$ cat config.mk
export PLATFORM = sky130hd
export DESIGN_NAME = srx_receiver
export DESIGN_NICKNAME = d
export VERILOG_FILES = /design/src/rtl/srx_pkg.sv /design/src/rtl/srx_sync.sv /design/src/rtl/srx_tick.sv /design/src/rtl/srx_frame.sv /design/src/rtl/srx_buffer.sv /design/src/rtl/srx_receiver.sv
export SDC_FILE = /design/constraint.sdc
export NUM_CORES = 1
export LEC_CHECK = 0
export BUFFER_PORTS_ARGS = -buffer_cell sky130_fd_sc_hd__buf_2
export CAP_MARGIN = 40
export CELL_PAD_IN_SITES_DETAIL_PLACEMENT = 1
export CELL_PAD_IN_SITES_GLOBAL_PLACEMENT = 1
export CORE_MARGIN = 2
export CORE_UTILIZATION = 36
export CTS_CLUSTER_DIAMETER = 50
export CTS_CLUSTER_SIZE = 40
export DETAILED_ROUTE_END_ITERATION = 8
export GPL_TIMING_DRIVEN = 1
export PLACE_DENSITY_LB_ADDON = 0.25
export SLEW_MARGIN = 20
export SYNTH_ARGS = -nofsm -noshare
export SYNTH_HDL_FRONTEND = slang
export SYNTH_SLANG_ARGS = --single-unit
$ cat constraint.sdc
create_clock -name clk -period 3.4 [get_ports clk]
set_clock_uncertainty 0.1 [all_clocks]
set_input_delay 0.68 -clock clk [delete_from_list [all_inputs] [get_ports clk]]
set_output_delay 0.68 -clock clk [all_outputs]
set_load 0.02 [all_outputs]
$ cat src/rtl/srx_pkg.sv
package srx_pkg;
   typedef enum logic [2:0] {
      ST_IDLE,
      ST_START,
      ST_DATA,
      ST_PAR,
      ST_STOP1,
      ST_STOP2
   } rx_state_t;

   localparam logic [1:0] LEN7 = 2'b00;
   localparam logic [1:0] LEN8 = 2'b01;
   localparam logic [1:0] LEN9 = 2'b10;

   function automatic logic [3:0] char_bits(input logic [1:0] code);
      case (code)
         LEN7:    return 4'd7;
         LEN9:    return 4'd9;
         default: return 4'd8;
      endcase
   endfunction
endpackage

$ cat src/rtl/srx_sync.sv
module srx_sync #(
   parameter int STAGES = 2
) (
   input  logic clk,
   input  logic rst_n,
   input  logic d,
   output logic q
);
   generate
      if (STAGES < 2) begin : g_bad_stages
         $error("srx_sync: STAGES must be at least 2");
      end
   endgenerate

   logic [STAGES-1:0] chain;

   always_ff @(posedge clk or negedge rst_n) begin
      if (!rst_n) chain <= '1;
      else        chain <= {chain[STAGES-2:0], d};
   end

   assign q = chain[STAGES-1];
endmodule

$ cat src/rtl/srx_tick.sv
module srx_tick #(
   parameter int DIV_W = 8
) (
   input  logic             clk,
   input  logic             rst_n,
   input  logic             en,
   input  logic [DIV_W-1:0] div,
   output logic             tick
);
   generate
      if (DIV_W < 1) begin : g_bad_div
         $error("srx_tick: DIV_W must be at least 1");
      end
   endgenerate

   logic [DIV_W-1:0] cnt;

   assign tick = en && (cnt >= div);

   always_ff @(posedge clk or negedge rst_n) begin
      if (!rst_n)           cnt <= '0;
      else if (!en || tick) cnt <= '0;
      else                  cnt <= cnt + DIV_W'(1);
   end

   // with a nonzero divider, two ticks never come back to back
   p_tick_gap_r12: assert property (@(posedge clk) disable iff (!rst_n)
      (tick && div != '0) |=> (!tick || div == '0));
endmodule

$ cat src/rtl/srx_frame.sv
module srx_frame
   import srx_pkg::*;
#(
   parameter int OSR = 16
) (
   input  logic       clk,
   input  logic       rst_n,
   input  logic       en,
   input  logic       tick,
   input  logic       rx_s,
   input  logic [1:0] char_len,
   input  logic       par_en,
   input  logic       par_odd,
   input  logic       stop2,
   input  logic       buf_full,
   output logic       load,
   output logic [8:0] ld_data,
   output logic       ld_fe,
   output logic       ld_pe,
   output logic       ovr_set
);
   generate
      if (OSR < 8 || (OSR & (OSR - 1)) != 0) begin : g_bad_osr
         $error("srx_frame: OSR must be a power of two, at least 8");
      end
   endgenerate

   localparam int OS_W = $clog2(OSR);
   localparam logic [OS_W-1:0] MID_M1  = OS_W'(OSR / 2 - 1);
   localparam logic [OS_W-1:0] LAST_OS = OS_W'(OSR - 1);

   rx_state_t       state;
   logic [OS_W-1:0] os_cnt;
   logic [3:0]      bit_idx;
   logic [8:0]      shreg;
   logic            par_acc, par_bad, stop_bad, frame_ovr, line_prev;

   logic [3:0] nbits;
   logic       samp, last_data, final_samp, pre_final, mid_start;

   always_comb begin
      nbits      = char_bits(char_len);
      last_data  = (bit_idx == nbits - 4'd1);
      mid_start  = tick && state == ST_START && os_cnt == MID_M1;
      samp       = tick && os_cnt == LAST_OS &&
                   (state inside {ST_DATA, ST_PAR, ST_STOP1, ST_STOP2});
      final_samp = samp && (state == ST_STOP2 || (state == ST_STOP1 && !stop2));
      pre_final  = samp && ((state == ST_STOP1 && stop2) ||
                            (state == ST_PAR && !stop2) ||
                            (state == ST_DATA && last_data && !par_en && !stop2));
      ovr_set    = pre_final && buf_full;
      load       = final_samp && !frame_ovr;
      ld_data    = shreg >> (4'd9 - nbits);
      ld_fe      = stop_bad | !rx_s;
      ld_pe      = par_bad;
   end

   always_ff @(posedge clk or negedge rst_n) begin
      if (!rst_n) begin
         state     <= ST_IDLE;
         os_cnt    <= '0;
         bit_idx   <= '0;
         shreg     <= '0;
         par_acc   <= 1'b0;
         par_bad   <= 1'b0;
         stop_bad  <= 1'b0;
         frame_ovr <= 1'b0;
         line_prev <= 1'b1;
      end else if (!en) begin
         state     <= ST_IDLE;
         os_cnt    <= '0;
         line_prev <= rx_s;
      end else if (tick) begin
         line_prev <= rx_s;
         case (state)
            ST_IDLE: begin
               if (line_prev && !rx_s) begin
                  state  <= ST_START;
                  os_cnt <= '0;
               end
            end
            ST_START: begin
               if (os_cnt == MID_M1) begin
                  os_cnt <= '0;
                  if (rx_s) begin
                     state <= ST_IDLE;
                  end else begin
                     state     <= ST_DATA;
                     bit_idx   <= '0;
                     shreg     <= '0;
                     par_acc   <= 1'b0;
                     par_bad   <= 1'b0;
                     stop_bad  <= 1'b0;
                     frame_ovr <= 1'b0;
                  end
               end else begin
                  os_cnt <= os_cnt + OS_W'(1);
               end
            end
            default: begin
               if (os_cnt == LAST_OS) begin
                  os_cnt <= '0;
                  if (ovr_set) frame_ovr <= 1'b1;
                  case (state)
                     ST_DATA: begin
                        shreg   <= {rx_s, shreg[8:1]};
                        par_acc <= par_acc ^ rx_s;
                        if (last_data) state <= par_en ? ST_PAR : ST_STOP1;
                        else           bit_idx <= bit_idx + 4'd1;
                     end
                     ST_PAR: begin
                        par_bad <= par_acc ^ rx_s ^ par_odd;
                        state   <= ST_STOP1;
                     end
                     ST_STOP1: begin
                        stop_bad <= !rx_s;
                        state    <= stop2 ? ST_STOP2 : ST_IDLE;
                     end
                     default: state <= ST_IDLE;
                  endcase
               end else begin
                  os_cnt <= os_cnt + OS_W'(1);
               end
            end
         endcase
      end
   end

   // a high line at the start-bit midpoint drops the frame
   p_glitch_drop_r2: assert property (@(posedge clk) disable iff (!rst_n)
      (en && mid_start && rx_s) |=> state == ST_IDLE);

   // disabling reception forces the idle state
   p_disabled_idle_r11: assert property (@(posedge clk) disable iff (!rst_n)
      !en |=> state == ST_IDLE);

   // a 7-bit character leaves the two top bits clear
   p_upper_zero_r3: assert property (@(posedge clk) disable iff (!rst_n)
      (load && char_len == LEN7) |-> ld_data[8:7] == 2'b00);
endmodule

$ cat src/rtl/srx_buffer.sv
module srx_buffer (
   input  logic       clk,
   input  logic       rst_n,
   input  logic       load,
   input  logic [8:0] ld_data,
   input  logic       ld_fe,
   input  logic       ld_pe,
   input  logic       ovr_set,
   input  logic       rd,
   output logic [8:0] data,
   output logic       full,
   output logic       ovr,
   output logic       fe,
   output logic       pe,
   output logic       irq
);
   always_ff @(posedge clk or negedge rst_n) begin
      if (!rst_n) begin
         data <= '0;
         full <= 1'b0;
         ovr  <= 1'b0;
         fe   <= 1'b0;
         pe   <= 1'b0;
         irq  <= 1'b0;
      end else begin
         irq <= load;
         if (load) begin
            data <= ld_data;
            fe   <= ld_fe;
            pe   <= ld_pe;
            full <= 1'b1;
         end else if (rd) begin
            full <= 1'b0;
         end
         if (ovr_set)  ovr <= 1'b1;
         else if (rd)  ovr <= 1'b0;
      end
   end

   // the interrupt is a single-cycle pulse
   p_irq_pulse_r6: assert property (@(posedge clk) disable iff (!rst_n)
      irq |=> !irq);

   // the buffer reads full while the interrupt is high
   p_irq_full_r6: assert property (@(posedge clk) disable iff (!rst_n)
      irq |-> full);

   // overrun only rises when the buffer was full
   p_ovr_needs_full_r7: assert property (@(posedge clk) disable iff (!rst_n)
      $rose(ovr) |-> $past(full));

   // an uncontested read empties the buffer and clears overrun
   p_rd_clears_r9: assert property (@(posedge clk) disable iff (!rst_n)
      (rd && !load && !ovr_set) |=> (!full && !ovr));
endmodule

$ cat src/rtl/srx_receiver.sv
module srx_receiver #(
   parameter int DIV_W       = 8,
   parameter int OSR         = 16,
   parameter int SYNC_STAGES = 2
) (
   input  logic             clk,
   input  logic             rst_n,
   input  logic             rxd,
   input  logic             rx_en,
   input  logic [1:0]       char_len,
   input  logic             par_en,
   input  logic             par_odd,
   input  logic             stop2,
   input  logic [DIV_W-1:0] baud_div,
   input  logic             rd_strobe,
   output logic [8:0]       rx_data,
   output logic             rx_full,
   output logic             ovr_err,
   output logic             frm_err,
   output logic             par_err,
   output logic             err_sum,
   output logic             rx_irq
);
   logic       rx_s, tick, load, ld_fe, ld_pe, ovr_set;
   logic [8:0] ld_data;

   srx_sync #(.STAGES(SYNC_STAGES)) u_sync (
      .clk(clk), .rst_n(rst_n), .d(rxd), .q(rx_s)
   );

   srx_tick #(.DIV_W(DIV_W)) u_tick (
      .clk(clk), .rst_n(rst_n), .en(rx_en), .div(baud_div), .tick(tick)
   );

   srx_frame #(.OSR(OSR)) u_frame (
      .clk(clk), .rst_n(rst_n), .en(rx_en), .tick(tick), .rx_s(rx_s),
      .char_len(char_len), .par_en(par_en), .par_odd(par_odd), .stop2(stop2),
      .buf_full(rx_full), .load(load), .ld_data(ld_data), .ld_fe(ld_fe),
      .ld_pe(ld_pe), .ovr_set(ovr_set)
   );

   srx_buffer u_buf (
      .clk(clk), .rst_n(rst_n), .load(load), .ld_data(ld_data), .ld_fe(ld_fe),
      .ld_pe(ld_pe), .ovr_set(ovr_set), .rd(rd_strobe), .data(rx_data),
      .full(rx_full), .ovr(ovr_err), .fe(frm_err), .pe(par_err), .irq(rx_irq)
   );

   assign err_sum = ovr_err | frm_err | par_err;

   // the error sum follows the overrun flag
   p_sum_covers_ovr_r10: assert property (@(posedge clk) disable iff (!rst_n)
      ovr_err |-> err_sum);
endmodule

**Word-level counts from Yosys, hierarchy flattened**

Cells that the tools add are included.

- Bits in registers: 49
- Bits of input ports: 18
- Output and inout bits: 15

- Add/sub/neg operators: 5
- $lt $le $gt $ge: 1
- Equality and inequality tests: 17
- Shift operators: 1
- Muxes and demuxes: 49
- Bitwise gates (word level): 6
- Reductions and logical operators: 40

Operator list:

| operator | count |
|---|---|
| $mux 4 | 10 |
| $mux 9 | 4 |
| $reduce_and 7->1 | 4 |
| $mux 3 | 8 |
| $pmux 4 s2 | 3 |
| $pmux 9 s2 | 1 |
| $mux 1 | 15 |
| $logic_and 1x1->1 | 14 |
| $reduce_bool 2->1 | 7 |
| $pmux 3 s3 | 1 |
| $shr 9x4->9 | 1 |
| $add 4x1->4 const B | 2 |
| $add 8x1->8 const B | 1 |
| $ge 8x8->1 | 1 |
| $mux 8 | 1 |
| $pmux 1 s2 | 4 |
| $reduce_and 8->1 | 1 |
| $eq 3x2->1 const B | 2 |
| $eq 3x3->1 const B | 2 |
| $ne 2x2->1 const B | 3 |
| $pmux 3 s2 | 1 |
| $logic_not 1->1 | 5 |
| $ne 5x3->1 const B | 1 |
| $reduce_and 5->1 | 1 |
| other kinds (20) | 26 |

**Longest topological paths before layout**

Gate-level depths: netlist of the first run.

- Word-level depth: 13
- Mapped depth: 9
- Gate-level depth less buffers: 7

**Hierarchy**

From an unflattened synthesis of the first run, not the netlist that was laid out.

- Cell total of the unflattened synthesis: 275
- Area total of the unflattened synthesis: 2927.8 µm²

By module, submodules not included:

| module | times used | cells an instance | area an instance (µm²) |
|---|---|---|---|
| srx_frame | 1 | 184 | 1751.7 |
| srx_tick | 1 | 59 | 578.1 |
| srx_buffer | 1 | 29 | 539.3 |
| srx_sync | 1 | 2 | 52.6 |
| srx_receiver | 1 | 1 | 6.3 |

**Worst setup path before layout of the first run**

No wires, ideal clock.

- Path type: input -> register
- Start point: in baud_div[3]
- End point: reg u_frame.par_acc
- Setup time: 126 ps
- Data arrival time: 2492 ps
- Required time: 3174 ps
- Path slack: 682 ps
- Cell stages on the path: 9
- Path buffers: 2
- Path through: inv_1 -> ha_1 -> o21a_1 -> nor2_1 -> o31a_1 -> buf_6 -> or4_4 -> buf_6 -> a221o_1

- Word-level cells in the longest chain between the ends: 3

RTL lines:

| item | RTL line | RTL |
|---|---|---|
| from (decl) | srx_receiver.sv:14 | `input logic [DIV_W-1:0] baud_div,` |
| $ge 8x8->1 | srx_tick.sv:18 | `assign tick = en && (cnt >= div);` |
| $logic_and 1x1->1 | srx_tick.sv:18 |  |
| $reduce_and 7->1 (no source line) | -- |  |
| to (signal assigned) | srx_frame.sv:107 | `par_acc <= par_acc ^ rx_s;` |
| to (decl) | srx_frame.sv:36 | `logic par_acc, par_bad, stop_bad, frame_ovr, line_prev;` |

No other way between the ends.
A chain may end at the register's enable or synchronous reset.

**Worst setup path after layout of the first run**

- Start point: in baud_div[7]
- End point: reg u_frame.par_acc

Same word-level chain as after synthesis.

==> flow_metrics.tcl, run 1 <==
set metrics [dict create \
    synth_fa_ha_area_share_pct 5.289 \
    place.gp.congestion 0.7679 \
    drc 0 \
    first_pass_iters 4 \
    tns_ps 0 \
    avgRoutedWirePerCell_um 15.79 \
    grt_max_degree 32 \
    syn_inst 287 \
    worstPathMaxFanout 11 \
    gr-usage-all-layers_pct 16.47 \
    cpLargestDelayFamily "compound AO/OA/AOI/OAI gates" \
    yosys.area_share.simple_pct 16.39 \
    ant_nets 0 \
    finalHoldViolations 0 \
    timing.hold.ws_ps 54.95 \
    worstPathArrival_ps 2870 \
    synth_nets 317 \
    min_path_type "input pin to asynchronous set/reset pin" \
    antenna_found_initial 0 \
    via_per_inst 5.461 \
    via_count 2288 \
    cap_violations 0 \
    maxSlewViolCount 0 \
    powerDensity_nw_per_um2 319.0 \
    clk_pin_slew_ps 90 \
    die_w_um 92.81 \
    synth_xor_area_share_pct 2.468 \
    tritoncts "done" \
    start_kind "input pin" \
    h-tree-depth 2 \
    syn_avg_cell_area_um2 9.892 \
    period_share_pct 81.63 \
    synth_mux_area_share_pct 9.431 \
    postCtsHoldBufs 0 \
    endpoint_kind "flip-flop" \
    cts_buffers 5 \
    root_buffer "clkbuf_8" \
    worstPathCellList "buf_2 -> inv_1 -> ha_1 -> nand4_1 -> o31a_1 -> buf_4 -> or4_4 -> a221o_1" \
    rsz0062_at_grt "no" \
    nNetsFinal 346 \
    synth_cell_types 52 \
    cp_slowest_cell "or4_4" \
    clockBufferDepth 2 \
    min_period_ps 2776 \
    die_height_um 92.81 \
    cts_setup_buffers 0 \
    outcome "complete, no violations" \
    fmax_ghz 0.3603 \
    io_buffers 32 \
    fill_cells 923 \
    setup_slack_ps 624.5 \
    grt_pass1_wl_mm 11.45 \
    grt-ovfl-total 0 \
    synth_top_family_by_area "compound AO/OA/AOI/OAI gates" \
    synth-edff-count 0 \
    clock_latency_ps 300 \
    worstSetupPathType "input pin to flip-flop" \
    syn_to_final_growth_pct 12.69 \
    worst_pin_slew_ps 897.9 \
    post-place-ws_ps 302.4 \
    crit_buf_inv 3 \
    row_count 32 \
    grt_pass1_vias 2327 \
    ys_ff_latch 49 \
    irDropWorstVdd_uv 173.4 \
    p_leak_uw 0.001532 \
    setup_viol_count_final 0 \
    synth_area_um2 2839 \
    r2r-start "u_tick.cnt[0]" \
    start_util_pct 36.93 \
    drive_gt1_share_pct 22.40 \
    ys_seq_area_share_pct 43.32 \
    synth_warnings 0 \
    max_stage_delay_ps 590 \
    reg2reg_depth 8 \
    drt_iter0_drc 107 \
    synth_compound_area_share_pct 18.07 \
    die_area_um2 8613 \
    worstPathRequired_ps 3500 \
    io_pins 33 \
    reg2reg_to "u_frame.line_prev" \
    async_flop_share_pct 100.0 \
    synth_top_flop_cell "dfrtp_1" \
    design.core.area_um2 7687 \
    max_slew_margin_pct 38.59 \
    diodes 0 \
    p_total_uw 1021 \
    clock-sinks 49 \
    hpwl_mm 4.858 \
    r2r_setup_slack_ps 660 \
    totalWireLength_mm 6.614 \
    post_cts_resized 0 \
]
[metrics by stage]
| stage | instance area, um^2 | utilization, % | std cells |
|---|---|---|---|
| floorplan | 2839 | - | 287 |
| global placement | 3089 | 40.19 | 410 |
| detailed placement | 3089 | 40.19 | 410 |
| CTS | 3179 | 41.36 | 418 |
| global route | 3199 | 41.62 | 419 |
| finish | 3199 | 41.62 | 419 |
[kinds of logic (layout without fill, tap and decap cells)]
| kind of cell | Yosys count | count (layout) |
|---|---|---|
| adder cells (fa/ha/maj) | 12 | 12 |
| flip-flops | 49 | 49 |
| multiplexers | 25 | 25 |
| XOR/XNOR | 8 | 8 |
| AND/OR/NAND/NOR | 90 | 90 |
| AO/OA/AOI/OAI | 70 | 70 |
| buffers and inverters | 33 | 63 |
[cell type report]
| class | count | area, um^2 | share of cell area, % |
|---|---|---|---|
| multi-input combinational | 205 | 1466 | 45.84 |
| sequential | 49 | 1230 | 38.44 |
| timing repair buffer | 39 | 225.2 | 7.039 |
| tap | 102 | 127.6 | 3.989 |
| clock buffer | 5 | 68.82 | 2.151 |
| inverter | 16 | 60.06 | 1.877 |
| clock inverter | 3 | 21.27 | 0.6648 |
[routing by layer]
metal  up-vias  track usage, %  share of wire (%)
met2        26           26.33                 46
li1       1108               -                  -
met1      1149           23.48                 51
met3         5           2.522                2.2
met5         -               0                  0
met4         0           3.922                1.0
[layout by cell type, fill, tap and decap left out, drive strengths merged, types with 9 or more instances in the layout]
master / n
nor2: 19
mux2: 14
nand3: 9
o21ai: 16
dfrtp: 46
nand2: 28
mux2i: 11
ha: 12
inv: 17
a22o: 10
nor3: 10
buf: 39
[flip-flops by register name, summed over array words and instances (netlist names)]
signal,flops
u_buf.data,9
u_frame.frame_ovr,1
u_sync.chain,2
u_buf.irq,1
u_frame.ld_pe,1
u_frame.stop_bad,1
u_buf.ovr,1
u_buf.fe,1
u_tick.cnt,8
u_frame.bit_idx,4
u_frame.par_acc,1
u_frame.line_prev,1
u_frame.shreg,9
u_frame.state,3
u_buf.pe,1
u_frame.os_cnt,4
u_buf.full,1
[worst register-to-register path: stages (launching register included)]
cell	delay, ps
dfrtp_1	440
inv_1	70
ha_1	260
nand2b_1	130
a2111oi_0	550
o31a_1	350
buf_4	240
nand2_1	210
mux2_2	330
[worst max path at each step]
stage / endpoint / start / depth (start not counted) / slack [ps]
2_1_floorplan: u_frame.par_acc / baud_div[3] / 9 / 680
3_3_place_gp: u_frame.par_acc / baud_div[7] / 8 / 370
3_5_place_dp: u_frame.par_acc / baud_div[7] / 8 / 300
4_1_cts: u_frame.line_prev / u_tick.cnt[0] / 8 / 630
5_1_grt: u_frame.line_prev / u_tick.cnt[0] / 8 / 430
6_report: u_frame.par_acc / baud_div[7] / 8 / 620
[report_power, final]
group / total (uW) / internal, uW / switching [uW]
logic: 68.9 / 27.0 / 41.9
registers: 598 / 590 / 7.83
clock network: 354 / 146 / 207
[cells in the mapped netlist (all sizes together), types with 2 or more instances]
| master | instances | area share (%) |
|---|---|---|
| a211o | 2 | 0.62 |
| nor4 | 2 | 0.66 |
| nand2 | 28 | 3.7 |
| a22o | 10 | 3.1 |
| a21boi | 2 | 0.53 |
| nor2 | 19 | 2.5 |
| or3b | 2 | 0.62 |
| a21oi | 4 | 0.71 |
| o21a | 3 | 0.79 |
| o211ai | 4 | 1.1 |
| xnor2 | 3 | 0.93 |
| nand3 | 9 | 1.6 |
| o2111ai | 2 | 0.62 |
| clkbuf | 12 | 1.6 |
| mux2 | 14 | 5.6 |
| and3 | 4 | 0.88 |
| buf | 5 | 1.3 |
| nand4 | 2 | 0.44 |
| xor2 | 5 | 1.5 |
| dfstp | 3 | 2.8 |
| mux2i | 11 | 3.9 |
| a21o | 4 | 1.1 |
| inv | 16 | 2.1 |
| nor3b | 3 | 0.79 |
| ha | 12 | 5.3 |
| nand2b | 3 | 0.66 |
| a2111oi | 2 | 0.62 |
| a211oi | 2 | 0.53 |
| o41ai | 5 | 1.5 |
| o31ai | 4 | 1.1 |
| a31oi | 2 | 0.44 |
| nor3 | 10 | 1.8 |
| dfrtp | 46 | 41 |
| nand4bb | 2 | 0.79 |
| o21ai | 16 | 2.8 |
Note: power is estimated with default switching activity, not from simulation.
==> run 2, diff against run 1 <==
- clock period: 3.4 -> 2.36 ns (I/O delays scaled with it)
==> run 2 against run 1 <==
  * The run now ends with setup timing left
  * Worst setup slack got worse by 720 ps
  * Critical path depth rose by 1
  * Sequential power rose by 44%
  * Global-route usage rose by 1.9 points
  * Combinational power rose by 130%
  * Register-to-register slack got worse by 760 ps
  * Critical endpoint is now u_buf.data[1]
==> flow_metrics.tcl, run 2 (synthesis results as in run 1) <==
set metrics [dict create \
    start_kind "flip-flop" \
    irDropWorstVdd_uv 187.0 \
    finalHoldViolations 0 \
    final_cells 462 \
    cap_violations 0 \
    first_pass_iters 4 \
    grt_pass1_vias 2506 \
    place_area_um2 3445 \
    die_area_um2 8613 \
    p_leak_uw 0.001778 \
    min_path_type "input pin to asynchronous set/reset pin" \
    place.gp.congestion 0.8043 \
    avgRoutedWirePerCell_um 16.73 \
    reg_top3 "u_buf.data: 9 flops, u_frame.shreg: 9 flops, u_tick.cnt: 8 flops" \
    rsz0062_at_grt "yes" \
    ant_nets 0 \
    totalWireLength_mm 7.730 \
    setup_viol_count_final 16 \
    start_util_pct 36.93 \
    via_per_inst 5.426 \
    gr-usage-all-layers_pct 18.38 \
    min_period_ps 2459 \
    drive_gt1_share_pct 36.67 \
    fmax_ghz 0.4066 \
    period_share_pct 104.2 \
    worstPathMaxFanout 6 \
    clock_latency_ps 310 \
    die_height_um 92.81 \
    worst_pin_slew_ps 530.9 \
    postCtsHoldBufs 0 \
    h-tree-depth 2 \
    multi_input_area_um2 1629 \
    root_buffer "clkbuf_8" \
    grt_pass1_wl_mm 12.54 \
    p_total_uw 1521 \
    tritoncts "done" \
    io_buffers 32 \
    reg2reg_depth 9 \
    die_w_um 92.81 \
    io_pins 33 \
    design.core.area_um2 7687 \
    placedCellCount 443 \
    worstPathArrival_ps 2550 \
    powerDensity_nw_per_um2 409.2 \
    setup_slack_ps -99.20 \
    clk_pin_slew_ps 90 \
    drt_iter0_drc 92 \
    worstSetupPathType "flip-flop to flip-flop" \
    violations "setup timing" \
    clockBufferDepth 2 \
    endpoint_kind "flip-flop" \
    fill_cells 905 \
    max_slew_margin_pct 64.61 \
    diodes 0 \
    antenna_found_initial 0 \
    stdcell_area_um2 3716 \
    layout_common_cells "dfrtp_1, buf_4, buf_2, nand2_1, nor2_1" \
    grt_max_degree 30 \
    grt-ovfl-total 0 \
    hpwl_mm 5.576 \
    regArea_um2 1230 \
    via_count 2507 \
    layout_commonest_cell "dfrtp_1" \
    outcome "complete, but fails checks" \
    syn_to_final_growth_pct 30.89 \
    maxSlewViolCount 0 \
    clock-sinks 49 \
    nNetsFinal 389 \
    cts_buffers 5 \
    final_util_pct 48.34 \
    drc 0 \
    worstPathRequired_ps 2450 \
    row_count 32 \
]
[run 2: cell types whose count changed in the layout (fill, tap and decap cells not counted), moves of 2 or more]
| cell | delta |
|---|---|
| ha_1 | -5 |
| inv_2 | +4 |
| buf_6 | +2 |
| inv_1 | -6 |
| buf_4 | +38 |
| inv_4 | +2 |
| mux2_4 | +6 |
| ha_4 | +5 |
| mux2_2 | -6 |
[run 2: worst max-delay path: stages (launching register included)]
cell       delay [ps]
dfrtp_1           430
ha_4              270
o21a_1            120
nor2_1             60
o31a_1            340
buf_4             160
nor4bb_4          240
buf_4             190
clkbuf_16         160
mux2_4            290
[run 2: final timing paths]
check / startpoint / end / slack, ps
setup / recovery: u_tick.cnt[2] / u_buf.data[1] / -100
hold / removal: rst_n / u_buf.data[4] / 30
setup reg to reg: u_tick.cnt[2] / u_buf.data[1] / -100
hold reg to reg: u_sync.chain[0] / u_sync.chain[1] / 270
max in group asynchronous: rst_n / u_frame.line_prev / 1520
min in group clk: rxd / u_sync.chain[0] / 150
[run 2: cell type report]
class | instances | area share (%)
multi-input cells | 206 | 43.84
repair buffers | 81 | 15.56
inverters | 16 | 1.751
well taps | 102 | 3.434
clock buffers | 6 | 1.953
clock inverters | 2 | 0.3704
flip-flops and latches | 49 | 33.10
[run 2: power breakdown]
group | leakage, uW | switching, uW | total (uW) | internal (uW)
clock network | 0.0000456 | 292 | 504 | 212
registers | 0.000667 | 9.02 | 859 | 850
logic | 0.00107 | 82.3 | 157 | 74.9
[run 2: layer usage]
| metal | vias up | wire, um | global-route usage (%) |
|---|---|---|---|
| li1 | 1198 | - | - |
| met1 | 1275 | 3641 | 25.74 |
| met2 | 27 | 3849 | 30.07 |
| met3 | 7 | 168 | 2.685 |
| met4 | 0 | 70 | 4.412 |
| met5 | - | 0 | 0 |
[run 2: timing repair]
action / in CTS / in global routing
setup endpoints to repair: 24 / 41
pin swaps: 4 / 2
buffers inserted: 1 / 8
cloned: 1 / 1
gates resized for setup: 7 / 12
[run 2: metrics by stage]
stage	setup WS [ps]	hold slack, ps	setup TNS [ps]
finish	-99.20	30.87	-1180
CTS	-93.97	43.26	-1002
floorplan	3.431	76.41	0
global placement	-248.4	250.5	-5162
detailed placement	-303.8	256.8	-6928
global route	-175.4	56.44	-2557
